--- src/rtl/trig_pkg.sv ---
`timescale 1ns/1ps
package trig_pkg;
  localparam int unsigned CTRL_W     = 7;
  localparam int unsigned A_CTRL     = 0;
  localparam int unsigned A_SET      = 1;
  localparam int unsigned A_CLR      = 2;
  localparam int unsigned A_DWELL    = 3;
  localparam int unsigned A_CMD      = 4;
  localparam int unsigned A_TAG      = 5;
  localparam int unsigned CMD_SWTRIG = 0;
  localparam int unsigned CMD_BRST   = 4;
  localparam int unsigned EN_EXT     = 0;
  localparam int unsigned EN_PER     = 1;

  // control-to-datapath strobes, each valid for one cycle
  typedef struct packed {
    logic swTrig;
    logic restart;
    logic softRst;
  } trig_strobe_t;
endpackage

--- src/rtl/us_prescaler.sv ---
`timescale 1ns/1ps
module us_prescaler #(
  parameter int unsigned TICKS = 50
) (
  input  logic clk,
  input  logic rstN,
  input  logic clr,
  output logic tick
);
  localparam int unsigned PH_W = (TICKS > 1) ? $clog2(TICKS) : 1;
  logic [PH_W-1:0] phase;

  assign tick = (phase == PH_W'(TICKS - 1));

  always_ff @(posedge clk or negedge rstN) begin
    if (!rstN)            phase <= '0;
    else if (clr || tick) phase <= '0;
    else                  phase <= phase + 1'b1;
  end
endmodule

--- src/rtl/trig_ctrl.sv ---
`timescale 1ns/1ps
module trig_ctrl
  import trig_pkg::*;
#(
  parameter int unsigned DATA_W = 32,
  parameter int unsigned ADDR_W = 3
) (
  input  logic                clk,
  input  logic                rstN,
  input  logic                wrEn,
  input  logic [ADDR_W-1:0]   wrAddr,
  input  logic [DATA_W-1:0]   wrData,
  input  logic [ADDR_W-1:0]   rdAddr,
  input  logic [DATA_W-1:0]   timeTag,
  output logic [DATA_W-1:0]   rdData,
  output logic [CTRL_W-1:0]   ctrlReg,
  output logic [DATA_W-1:0]   dwellReg,
  output trig_strobe_t        strobe
);
  logic [CTRL_W-1:0] nextCtrl;
  logic cmdWr, dwellWr;

  assign cmdWr   = wrEn && (wrAddr == ADDR_W'(A_CMD));
  assign dwellWr = wrEn && (wrAddr == ADDR_W'(A_DWELL));

  always_comb begin
    nextCtrl = ctrlReg;
    if (wrEn) begin
      if (wrAddr == ADDR_W'(A_CTRL))     nextCtrl = wrData[CTRL_W-1:0];
      else if (wrAddr == ADDR_W'(A_SET)) nextCtrl = ctrlReg | wrData[CTRL_W-1:0];
      else if (wrAddr == ADDR_W'(A_CLR)) nextCtrl = ctrlReg & ~wrData[CTRL_W-1:0];
    end
  end

  assign strobe.softRst = cmdWr && wrData[CMD_BRST];
  assign strobe.swTrig  = cmdWr && wrData[CMD_SWTRIG] && !wrData[CMD_BRST];
  assign strobe.restart = dwellWr || (!ctrlReg[EN_PER] && nextCtrl[EN_PER]);

  always_ff @(posedge clk or negedge rstN) begin
    if (!rstN) begin
      ctrlReg  <= '0;
      dwellReg <= '0;
    end else if (strobe.softRst) begin
      ctrlReg  <= '0;
      dwellReg <= '0;
    end else begin
      ctrlReg <= nextCtrl;
      if (dwellWr) dwellReg <= wrData;
    end
  end

  always_comb begin
    rdData = '0;
    if (rdAddr == ADDR_W'(A_CTRL) || rdAddr == ADDR_W'(A_SET) || rdAddr == ADDR_W'(A_CLR))
      rdData = {{(DATA_W-CTRL_W){1'b0}}, ctrlReg};
    else if (rdAddr == ADDR_W'(A_DWELL))
      rdData = dwellReg;
    else if (rdAddr == ADDR_W'(A_TAG))
      rdData = timeTag;
  end
endmodule

--- src/rtl/trig_dp.sv ---
`timescale 1ns/1ps
module trig_dp
  import trig_pkg::*;
#(
  parameter int unsigned TICKS  = 50,
  parameter int unsigned DATA_W = 32
) (
  input  logic              clk,
  input  logic              rstN,
  input  trig_strobe_t      strobe,
  input  logic              extEn,
  input  logic              perEn,
  input  logic [DATA_W-1:0] dwellReg,
  input  logic              extTrig,
  input  logic              bufFull,
  output logic              trigPulse,
  output logic [DATA_W-1:0] timeTag
);
  logic [2:0]        syncQ;
  logic              extEdge, running, perClr, perTick, tagTick, perFire;
  logic [DATA_W-1:0] perCnt;

  // two-stage synchroniser plus one delay stage for edge detection
  always_ff @(posedge clk or negedge rstN) begin
    if (!rstN)               syncQ <= '0;
    else if (strobe.softRst) syncQ <= '0;
    else                     syncQ <= {syncQ[1:0], extTrig};
  end
  assign extEdge = syncQ[1] && !syncQ[2];

  assign running = perEn && (dwellReg != '0);
  assign perClr  = strobe.softRst || strobe.restart || !running;

  us_prescaler #(.TICKS(TICKS)) perPresc (
    .clk(clk), .rstN(rstN), .clr(perClr), .tick(perTick));
  us_prescaler #(.TICKS(TICKS)) tagPresc (
    .clk(clk), .rstN(rstN), .clr(strobe.softRst), .tick(tagTick));

  assign perFire = running && perTick && (perCnt == dwellReg - DATA_W'(1));

  always_ff @(posedge clk or negedge rstN) begin
    if (!rstN)        perCnt <= '0;
    else if (perClr)  perCnt <= '0;
    else if (perTick) perCnt <= perFire ? '0 : perCnt + 1'b1;
  end

  always_ff @(posedge clk or negedge rstN) begin
    if (!rstN)               timeTag <= '0;
    else if (strobe.softRst) timeTag <= '0;
    else if (tagTick)        timeTag <= timeTag + 1'b1;
  end

  always_ff @(posedge clk or negedge rstN) begin
    if (!rstN)               trigPulse <= 1'b0;
    else if (strobe.softRst) trigPulse <= 1'b0;
    else trigPulse <= ((extEdge && extEn) || perFire || strobe.swTrig) && !bufFull;
  end
endmodule

--- src/rtl/trig_source_top.sv ---
`timescale 1ns/1ps
module trig_source_top
  import trig_pkg::*;
#(
  parameter int unsigned CLK_HZ = 50_000_000,
  parameter int unsigned DATA_W = 32,
  parameter int unsigned ADDR_W = 3
) (
  input  logic              clk,
  input  logic              rstN,
  input  logic              wrEn,
  input  logic [ADDR_W-1:0] wrAddr,
  input  logic [DATA_W-1:0] wrData,
  input  logic [ADDR_W-1:0] rdAddr,
  output logic [DATA_W-1:0] rdData,
  input  logic              extTrig,
  input  logic              bufFull,
  output logic              trigPulse,
  output logic              inputStdSel,
  output logic              autoResetEn,
  output logic [1:0]        gateMode,
  output logic              timeTagEn,
  output logic [DATA_W-1:0] timeTag
);
  localparam int unsigned TICKS = (CLK_HZ / 1_000_000 > 0) ? CLK_HZ / 1_000_000 : 1;

  logic [CTRL_W-1:0] ctrlReg;
  logic [DATA_W-1:0] dwellReg;
  trig_strobe_t      strobe;

  trig_ctrl #(.DATA_W(DATA_W), .ADDR_W(ADDR_W)) uCtrl (
    .clk(clk), .rstN(rstN), .wrEn(wrEn), .wrAddr(wrAddr), .wrData(wrData),
    .rdAddr(rdAddr), .timeTag(timeTag), .rdData(rdData),
    .ctrlReg(ctrlReg), .dwellReg(dwellReg), .strobe(strobe));

  trig_dp #(.TICKS(TICKS), .DATA_W(DATA_W)) uDp (
    .clk(clk), .rstN(rstN), .strobe(strobe),
    .extEn(ctrlReg[EN_EXT]), .perEn(ctrlReg[EN_PER]), .dwellReg(dwellReg),
    .extTrig(extTrig), .bufFull(bufFull), .trigPulse(trigPulse), .timeTag(timeTag));

  assign inputStdSel = ctrlReg[2];
  assign autoResetEn = ctrlReg[3];
  assign gateMode    = ctrlReg[5:4];
  assign timeTagEn   = ctrlReg[6];
endmodule

--- config.mk ---
export PLATFORM = sky130hd
export DESIGN_NAME = trig_source_top
export DESIGN_NICKNAME = d
export VERILOG_FILES = /design/src/rtl/trig_pkg.sv /design/src/rtl/us_prescaler.sv /design/src/rtl/trig_ctrl.sv /design/src/rtl/trig_dp.sv /design/src/rtl/trig_source_top.sv
export SDC_FILE = /design/constraint.sdc
export NUM_CORES = 1
export LEC_CHECK = 0
export BUFFER_PORTS_ARGS = -buffer_cell sky130_fd_sc_hd__buf_2
export CORE_MARGIN = 4
export CORE_UTILIZATION = 31
export CTS_CLUSTER_DIAMETER = 30
export DETAILED_ROUTE_END_ITERATION = 6
export PLACE_DENSITY = 0.54
export SLEW_MARGIN = 5
export SYNTH_ARGS = -nofsm -noshare
export SYNTH_HDL_FRONTEND = slang
export SYNTH_SLANG_ARGS = --single-unit
--- constraint.sdc ---
create_clock -name clk -period 3.3 [get_ports clk]
set_input_delay 0.165 -clock clk [delete_from_list [all_inputs] [get_ports clk]]
set_output_delay 0.165 -clock clk [all_outputs]
set_load 0.005 [all_outputs]
==> impl_metrics.env, run 1 <==
export IMPL_status="finished clean"
export IMPL_ys_seq_area_share_pct=39.20
export IMPL_drt_initial_drc_count=551
export IMPL_ant_nets=0
export IMPL_total_power_mw=5.074
export IMPL_synth_top_area_share_pct=39.20
export IMPL_coreArea_um2=24180
export IMPL_critical_path_required_ns=3.60
export IMPL_cts_tree="built"
export IMPL_drtPass1Iterations=6
export IMPL_layout_setup_ws_ns=0.1236
export IMPL_cts_sinks=119
export IMPL_cp_top_family="simple AND/OR/NAND/NOR gates"
export IMPL_timing_fmax_mhz=314.8
export IMPL_start_util_pct=31.42
export IMPL_dpl_cell_area_um2=8676
export IMPL_grt_pass1_wl_um=38610
export IMPL_critical_path_cell_chain="or4_4, or4_4, nor2_1, xor2_1, nor4b_1, o221ai_1, a2111o_1, buf_6, a32oi_1, o21ai_1"
export IMPL_worstPathBufferInverterCount=1
export IMPL_slew_headroom_pct=17.83
export IMPL_swShare_pct=32.82
export IMPL_r2r_setup_slack_ns=0.12
export IMPL_combPwrFrac_pct=24.3
export IMPL_grt_total_usage_pct=17.73
export IMPL_cp_slowest_stage_delay_ns=0.54
export IMPL_worstReg2RegStart="uCtrl.dwellReg[21]"
export IMPL_grt_max_degree=65
export IMPL_viasPerCell=5.289
export IMPL_yosysTopAreaCell="dfrtp_1"
export IMPL_ys_ff_latch=119
export IMPL_cpMostUsedCell="or4_4"
export IMPL_drv_slew=0
export IMPL_worstMarginPinSlew_ns=1.223
export IMPL_p_leak_nw=4.008
export IMPL_place_gp_congestion=0.8672
export IMPL_io_buffer_count=112
export IMPL_avgSynthCellArea_um2=8.221
export IMPL_reg2reg_to="uDp.perCnt[4]"
export IMPL_maxCapViolCount=0
export IMPL_hold_depth=3
export IMPL_io_pins=113
export IMPL_synth_edf_count=0
export IMPL_root_buffer="clkbuf_16"
export IMPL_peakVddDrop_mv=0.2892
export IMPL_wl_um=23560
export IMPL_vias=7373
export IMPL_hold_ws_ns=0.006661
export IMPL_critPathMaxFanout=20
export IMPL_path_class="reg2reg"
export IMPL_grt_ovfl_total=0
export IMPL_die_w_um=164.5
export IMPL_yosys_top_cells_count="137 x nand2_1, 119 x dfrtp_1, 74 x nor2_1"
export IMPL_place_ws_ns=-0.01025
export IMPL_synth_ff_type="dfrtp_1"
export IMPL_die_area_um2=27070
export IMPL_switchingPower_mw=1.665
export IMPL_hp_start="wrData[11]"
export IMPL_routedWlPerCell_um=16.90
export IMPL_netlist_top_cells_area="dfrtp_1 39%, nand2_1 6.8%, xnor2_1 4.5%"
export IMPL_synth_cell_types=56
export IMPL_synthesis_area_um2=7596
export IMPL_clock_skew_ns=0.01183
export IMPL_grt_pass1_vias=7110
export IMPL_setup_viol=0
export IMPL_final_nets=1108
export IMPL_antenna_cells=0
export IMPL_hold_violations=0
export IMPL_hold_end="uCtrl.dwellReg[11]"
export IMPL_rsz0062_at_grt="true"
export IMPL_clk_pin_slew_ns=0.06
export IMPL_clkPwrFrac_pct=37.4
export IMPL_die_height_um=164.5
export IMPL_netlist_instances=924
export IMPL_synthArstFlopShare_pct=100.0
export IMPL_clock_latency_ns=0.43
export IMPL_period_share_pct=96.25
export IMPL_dp_hpwl_um=16810
export IMPL_powerDensity_nw_per_um2=531.8
export IMPL_synth_most_common_cell="nand2_1"
export IMPL_drc=0
export IMPL_finalInstanceArea_um2=9542
export IMPL_antenna_found_initial=0
export IMPL_finalCriticalPeriod_ns=3.176
export IMPL_reg2regPathDepth=10
export IMPL_layout_area_overhead_vs_synth_pct=25.61
export IMPL_syn_nets=975
export IMPL_htree_num_levels=4
export IMPL_row_count=57
export IMPL_arrival_ns=3.48
export IMPL_numCtsBuffers=17
export IMPL_pwr_share_seq_pct=38.2
export IMPL_cp_end_kind="flip-flop"
export IMPL_ys_warn_count=0
export IMPL_cpMaxStageDelayCell="or4_4"
export IMPL_start_kind="flip-flop"
export IMPL_p_int_mw=3.409
export IMPL_hp_class="in2reg"
export IMPL_cts_buffer_depth=2
export IMPL_layout_drive_gt1_share_pct=19.81
==> sequential cells by signal (all words and copies together), names as in the netlist <==
signal / cells
uDp.perPresc.phase: 6
uCtrl.dwellReg: 32
uDp.tagPresc.phase: 6
uDp.perCnt: 32
uDp.syncQ: 3
uCtrl.ctrlReg: 7
uDp.timeTag: 32
uDp.trigPulse: 1
==> per-stage QoR <==
stage          util, %  instances   TNS, ns
6_report         39.47       1394         0
5_1_grt          39.47       1394    -1.673
4_1_cts          39.33       1393         0
3_5_place_dp     35.88       1338  -0.01724
3_3_place_gp     35.88       1338         0
2_1_floorplan        -        924         0
==> how the worst max path moves through the flow <==
stage                                   from             end  slack (ns)  cells past startpoint
after detailed placement  uCtrl.dwellReg[21]  uDp.perCnt[21]       -0.01                     10
after global routing      uCtrl.dwellReg[21]   uDp.perCnt[4]       -0.11                     10
after global placement    uCtrl.dwellReg[21]  uDp.perCnt[14]        0.06                     10
after floorplan           uCtrl.dwellReg[21]   uDp.perCnt[1]        0.06                     11
after CTS                 uCtrl.dwellReg[21]   uDp.perCnt[4]        0.01                     10
final                     uCtrl.dwellReg[21]   uDp.perCnt[4]        0.12                     10
==> cell type report <==
class                   instances  area [um2]
flip-flops and latches        119        2978
fillers                      2466       14640
inverters                      24       90.09
well taps                     324       405.4
multi-input cells             712        4282
clock inverters                13       147.6
repair buffers                183        1186
clock buffers                  19       452.9
==> tightest hold or removal path: cells and delay by family <==
| family | cells | cell delay (ns) |
|---|---|---|
| buffers and inverters | 1 | 0.11 |
| and+or+nand+nor | 1 | 0.05 |
| AOI/OAI and AO/OA | 1 | 0.06 |
==> layout by cell type, fill, tap and decap left out, types with 5 or more instances in the layout <==
master         count
ha_1               8
buf_2            111
nor2b_1           45
and2_1             5
nor3_1            18
nand2_1          136
nor4_1            10
buf_4             45
a21oi_1           56
dlygate4sd3_1     23
and3_1            16
dfrtp_1          119
or3_1             14
o211ai_1           7
inv_1             24
o21ai_0           28
xnor2_1           39
mux2i_1           10
nand3_1           44
a22oi_1           29
a32oi_1            8
nand4_1           34
clkbuf_16         17
nor2_1            74
a31oi_1           15
o22ai_1            9
xor2_1            34
o311ai_1           7
==> cells by family after synthesis <==
group / share of synthesized area, %
compound gates: 16.16
mux: 1.318
buf+inv: 5.024
simple gates: 28.56
xor+xnor: 8.417
fa+ha+maj: 1.318
flops: 39.20
==> timing repair <==
action,in CTS,in global routing
endpoints found under the hold margin,59,0
pin swaps,0,2
gates resized for setup,1,12
buffers inserted,0,1
hold buffers,23,0
setup endpoints to repair,10,33
==> power groups by stage <==
stage / combinational (mW) / clock, mW / sequential (mW)
final: 1.24 / 1.90 / 1.94
after global routing: 1.38 / 2.00 / 1.98
after CTS: 1.23 / 1.93 / 1.94
after detailed placement: 1.21 / 0 / 1.96
after floorplan: 0.742 / 0 / 1.89
after global placement: 1.20 / 0 / 1.96
==> routing by layer <==
layer | vias to the layer above | track usage (%) | part of all wire [%]
met5 | - | 0 | 0
met1 | 3620 | 24.03 | 47
met2 | 175 | 29.18 | 47
met3 | 23 | 2.745 | 3.8
li1 | 3555 | - | -
met4 | 0 | 5.482 | 1.6
Power figures use the tool's default switching activity.
==> run 2, diff against run 1 <==
==> constraint.sdc (replaced) <==
create_clock -name clk -period 2.7 [get_ports clk]
set_input_delay 0.135 -clock clk [delete_from_list [all_inputs] [get_ports clk]]
set_output_delay 0.135 -clock clk [all_outputs]
set_load 0.005 [all_outputs]
==> impl_metrics.env, run 2 (synthesis gave the netlist of run 1 again) <==
export IMPL_slew_headroom_pct=46.81
export IMPL_timing_fmax_mhz=317.1
export IMPL_grt_total_usage_pct=18.10
export IMPL_routedWlPerCell_um=16.66
export IMPL_vias=7684
export IMPL_clock_skew_ns=0.01302
export IMPL_period_share_pct=116.8
export IMPL_critPathMaxFanout=6
export IMPL_grt_pass1_vias=7250
export IMPL_cp_end_kind="flip-flop"
export IMPL_io_pins=113
export IMPL_cp_slowest_stage_delay_ns=0.54
export IMPL_cts_tree="built"
export IMPL_cpMostUsedCell="or4_4"
export IMPL_critical_path_required_ns=2.99
export IMPL_row_count=57
export IMPL_clk_pin_slew_ns=0.06
export IMPL_drc=0
export IMPL_layout_drive_gt1_share_pct=26.35
export IMPL_worstPathBufferInverterCount=1
export IMPL_antenna_found_initial=0
export IMPL_cts_sinks=119
export IMPL_root_buffer="clkbuf_16"
export IMPL_worstMarginPinSlew_ns=0.7912
export IMPL_path_class="reg2reg"
export IMPL_drt_initial_drc_count=555
export IMPL_maxCapViolCount=0
export IMPL_place_ws_ns=-0.4973
export IMPL_arrival_ns=3.44
export IMPL_grt_ovfl_total=0
export IMPL_io_buffer_count=112
export IMPL_cts_buffer_depth=2
export IMPL_grt_pass1_wl_um=39190
export IMPL_place_gp_congestion=0.8673
export IMPL_dp_cells=1399
export IMPL_violations="setup timing"
export IMPL_dp_hpwl_um=17580
export IMPL_layout_setup_ws_ns=-0.4541
export IMPL_coreArea_um2=24180
export IMPL_htree_num_levels=4
export IMPL_finalCriticalPeriod_ns=3.154
export IMPL_die_area_um2=27070
export IMPL_peakVddDrop_mv=0.3247
export IMPL_p_leak_nw=4.442
export IMPL_setup_viol=33
export IMPL_start_util_pct=31.42
export IMPL_clock_latency_ns=0.43
export IMPL_powerDensity_nw_per_um2=603.6
export IMPL_cpMaxStageDelayCell="or4_4"
export IMPL_worstReg2RegStart="uCtrl.dwellReg[23]"
export IMPL_cp_top_family="simple AND/OR/NAND/NOR gates"
export IMPL_antenna_cells=0
export IMPL_drv_slew=0
export IMPL_tns_ns=-13.55
export IMPL_stdcell_count=1470
export IMPL_hp_start="wrData[31]"
export IMPL_top_regs="uCtrl.dwellReg (32), uDp.perCnt (32), uDp.timeTag (32)"
export IMPL_ant_nets=0
export IMPL_critical_path_cell_chain="or4_4, or4_4, nor2_2, xor2_1, nor4b_2, o221ai_1, a2111o_2, nand2_4, clkbuf_16, o311ai_2"
export IMPL_drtPass1Iterations=6
export IMPL_startpoint="uCtrl.dwellReg[23]"
export IMPL_numCtsBuffers=17
export IMPL_status="complete, but fails checks"
export IMPL_layout_cells_most_common="nand2_1"
export IMPL_die_height_um=164.5
export IMPL_mostFrequentLayoutCells="136 x nand2_1, 119 x dfrtp_1, 112 x buf_2"
export IMPL_start_kind="flip-flop"
export IMPL_hp_class="in2reg"
export IMPL_viasPerCell=5.227
export IMPL_hold_violations=0
export IMPL_layout_area_overhead_vs_synth_pct=36.44
export IMPL_wl_um=24500
export IMPL_rsz0062_at_grt="true"
export IMPL_grt_max_degree=68
export IMPL_final_nets=1184
export IMPL_die_w_um=164.5
-- run 2: cell count changes in the layout (fill, tap and decap cells not counted), sizes merged --
| cell | previous run | this run |
|---|---|---|
| dlygate4sd3 | 23 | 33 |
| bufinv | 2 | 0 |
| buf | 160 | 225 |
| inv | 26 | 29 |
-- run 2: area by class of cell --
type,instances,area [um2]
Clock buffer,18,429.2
Multi-Input combinational cell,712,4474
Fill cell,2419,13810
Sequential cell,119,2978
Timing Repair Buffer,259,1867
Clock inverter,14,120.1
Inverter,24,90.09
Tap cell,324,405.4
-- run 2: final timing paths --
path	end	slack (ns)	cells after the start
worst max-delay path	uDp.perCnt[10]	-0.45	10
worst min-delay path	uCtrl.dwellReg[31]	0.03	3
worst max register to register	uDp.perCnt[10]	-0.45	10
worst min register to register	uDp.syncQ[1]	0.47	1
max in group asynchronous	uCtrl.dwellReg[5]	1.58	3
min in group asynchronous	uDp.perCnt[15]	0.20	2
-- run 2: stage by stage --
step / power (mW) / hold slack, ns / utilization (%) / instance area [um2]
after floorplan: 3.225 / -0.1606 / - / 7651
after global placement: 4.045 / 0.1080 / 38.09 / 9209
after detailed placement: 4.057 / 0.1116 / 38.09 / 9209
after CTS: 6.285 / 0.008266 / 42.12 / 10180
after global routing: 6.625 / 0.01841 / 42.87 / 10360
final: 6.255 / 0.02961 / 42.87 / 10360
-- run 2: tightest hold or removal path, delay by kind of cell --
family	cells	cell delay, ns
buffers and inverters	1	0.12
AO/OA/AOI/OAI	1	0.06
AND/OR/NAND/NOR	1	0.09
-- run 2: timing repair --
action,in CTS,in global routing
endpoints found under the hold margin,60,0
buffers inserted,0,3
gates resized for setup,26,17
cloned,1,2
pin swaps,8,7
hold buffers,33,0
endpoints found under the setup margin,33,39
-- run 2: power by group --
part           internal [mW]  switching, mW
Clock                   1.19          0.944
Combinational          0.899          0.880
Sequential              2.04          0.301
Total                   4.13           2.13
-- run 2: layer usage --
| metal | share of wire, % | global-route usage, % | vias to the layer above | wire (um) |
|---|---|---|---|---|
| li1 | - | - | 3715 | - |
| met1 | 46 | 24.46 | 3755 | 11290 |
| met2 | 49 | 30.15 | 199 | 11890 |
| met3 | 4.4 | 3.144 | 15 | 1072 |
| met4 | 1.0 | 4.499 | 0 | 246 |
| met5 | 0 | 0 | - | 0 |
==> run 3, diff against run 2 <==
--- a/config.mk
+++ b/config.mk
@@ -11,6 +11,7 @@
 export CTS_CLUSTER_DIAMETER = 30
 export DETAILED_ROUTE_END_ITERATION = 6
 export PLACE_DENSITY = 0.54
+export SKIP_LAST_GASP = 1
 export SLEW_MARGIN = 5
 export SYNTH_ARGS = -nofsm -noshare
 export SYNTH_HDL_FRONTEND = slang
==> impl_metrics.env, run 3 (synthesis gave the netlist of run 1 again) <==
export IMPL_io_pins=113
export IMPL_mostFrequentLayoutCells="136 x nand2_1, 119 x dfrtp_1, 111 x buf_2"
export IMPL_timing_fmax_mhz=317.6
export IMPL_io_buffer_count=112
export IMPL_wl_um=24320
export IMPL_cpMostUsedCell="or4_4"
export IMPL_endpoint="uDp.perCnt[21]"
export IMPL_numCtsBuffers=17
export IMPL_die_height_um=164.5
export IMPL_routedWlPerCell_um=16.56
export IMPL_dpl_cell_area_um2=9209
export IMPL_worstMarginPinSlew_ns=1.059
export IMPL_critPathMaxFanout=12
export IMPL_worstPathBufferInverterCount=1
export IMPL_critical_path_cell_chain="or4_4, or4_4, nor2_2, xor2_1, nor4b_2, o221ai_1, a2111o_2, nand2_4, buf_12, o311ai_0"
export IMPL_cts_sinks=119
export IMPL_drv_slew=0
export IMPL_tns_ns=-13.44
export IMPL_peakVddDrop_mv=0.3245
export IMPL_met3_length_um=946
export IMPL_antenna_cells=0
export IMPL_startpoint="uCtrl.dwellReg[23]"
export IMPL_violations="setup timing"
export IMPL_worstReg2RegStart="uCtrl.dwellReg[23]"
export IMPL_coreArea_um2=24180
export IMPL_cp_num_cells=10
export IMPL_fillCellCount=2447
export IMPL_layout_setup_ws_ns=-0.4482
export IMPL_path_class="reg2reg"
export IMPL_root_buffer="clkbuf_16"
export IMPL_antenna_found_initial=0
export IMPL_reg2reg_to="uDp.perCnt[21]"
export IMPL_maxCapViolCount=0
export IMPL_total_power_mw=6.251
export IMPL_finalInstanceArea_um2=10250
export IMPL_dp_hpwl_um=17580
export IMPL_powerDensity_nw_per_um2=610.0
export IMPL_vias=7569
export IMPL_r2r_setup_slack_ns=-0.45
export IMPL_status="complete, but fails checks"
export IMPL_cp_end_kind="flip-flop"
export IMPL_drc=0
export IMPL_grt_max_degree=68
export IMPL_reg2regPathDepth=10
export IMPL_wl_met2_um=11750
export IMPL_setup_viol=33
export IMPL_grt_pass1_wl_um=39170
export IMPL_layout_cells_most_common="nand2_1"
export IMPL_ant_nets=0
export IMPL_grt_pass1_vias=7249
export IMPL_grt_total_usage_pct=18.10
export IMPL_hold_ws_ns=0.02853
export IMPL_place_gp_congestion=0.8673
export IMPL_drtPass1Iterations=7
export IMPL_cpMaxStageDelayCell="or4_4"
export IMPL_cts_buffer_depth=2
export IMPL_rsz0062_at_grt="true"
export IMPL_critical_path_required_ns=2.98
export IMPL_top_regs="uCtrl.dwellReg (32), uDp.perCnt (32), uDp.timeTag (32)"
export IMPL_final_nets=1183
export IMPL_grt_ovfl_total=0
export IMPL_cp_top_family="simple AND/OR/NAND/NOR gates"
export IMPL_clk_pin_slew_ns=0.06
export IMPL_die_w_um=164.5
export IMPL_cts_tree="built"
export IMPL_slew_headroom_pct=28.79
export IMPL_hold_violations=0
export IMPL_clock_latency_ns=0.43
export IMPL_top_layer_used="met4"
export IMPL_start_util_pct=31.42
export IMPL_wl_met1_um=11370
export IMPL_arrival_ns=3.43
export IMPL_hp_class="in2reg"
export IMPL_finalCriticalPeriod_ns=3.148
export IMPL_die_area_um2=27070
export IMPL_row_count=57
export IMPL_layout_drive_gt1_share_pct=25.50
export IMPL_clock_skew_ns=0.01327
export IMPL_start_kind="flip-flop"
export IMPL_p_leak_nw=4.402
export IMPL_viasPerCell=5.152
export IMPL_htree_num_levels=4
export IMPL_layout_area_overhead_vs_synth_pct=34.92
export IMPL_drt_initial_drc_count=522
export IMPL_cp_slowest_stage_delay_ns=0.54
export IMPL_period_share_pct=116.6
==> run 3: metal layers <==
layer  up-vias  track usage [%]
met2       151            30.17
met3        16            3.144
met4         0            4.499
li1       3705                -
met1      3697            24.44
met5         -                0
==> run 3: power by group <==
part / switching, mW / internal [mW]
clock network: 0.946 / 1.19
registers: 0.300 / 2.04
logic: 0.878 / 0.897
==> run 3: worst min-delay path by stage <==
stage	slack (ns)	to	depth (start not counted)	from
floorplan	-0.16	uCtrl.ctrlReg[0]	0	rstN
global placement	0.11	uDp.perCnt[19]	1	rstN
detailed placement	0.11	uDp.perCnt[15]	1	rstN
CTS	0.008	uCtrl.dwellReg[31]	3	wrData[31]
global route	0.02	uCtrl.dwellReg[31]	3	wrData[31]
finish	0.03	uCtrl.dwellReg[31]	3	wrData[31]
==> run 3: what timing repair did <==
action,4_1_cts,5_1_grt
buffers inserted,0,3
gates resized for setup,13,15
pin swaps,6,4
endpoints found under the hold margin,60,0
gates cloned,1,1
setup endpoints to repair,33,39
hold buffers,33,0
==> run 3: stage by stage <==
stage                     setup slack [ns]  std cells  util [%]
after floorplan                    -0.4191        924         -
after global placement             -0.4478       1399     38.09
after detailed placement           -0.4973       1399     38.09
after CTS                          -0.4898       1465     42.08
after global routing               -0.6527       1469     42.39
final                              -0.4482       1469     42.39
==> run 3: cell type report <==
type                       count  area, um2  area share [%]
clock buffer                  18      429.2           4.188
clock inverter                14      120.1           1.172
inverter                      24      90.09          0.8790
multi-input combinational    712       4378           42.72
sequential                   119       2978           29.06
tap                          324      405.4           3.956
timing repair buffer         258       1848           18.03
==> run 3: tightest hold or removal path: cells and delay by family <==
family / cells / cell delay [ns]
and+or+nand+nor: 1 / 0.09
buffers and inverters: 1 / 0.12
AOI/OAI and AO/OA: 1 / 0.06
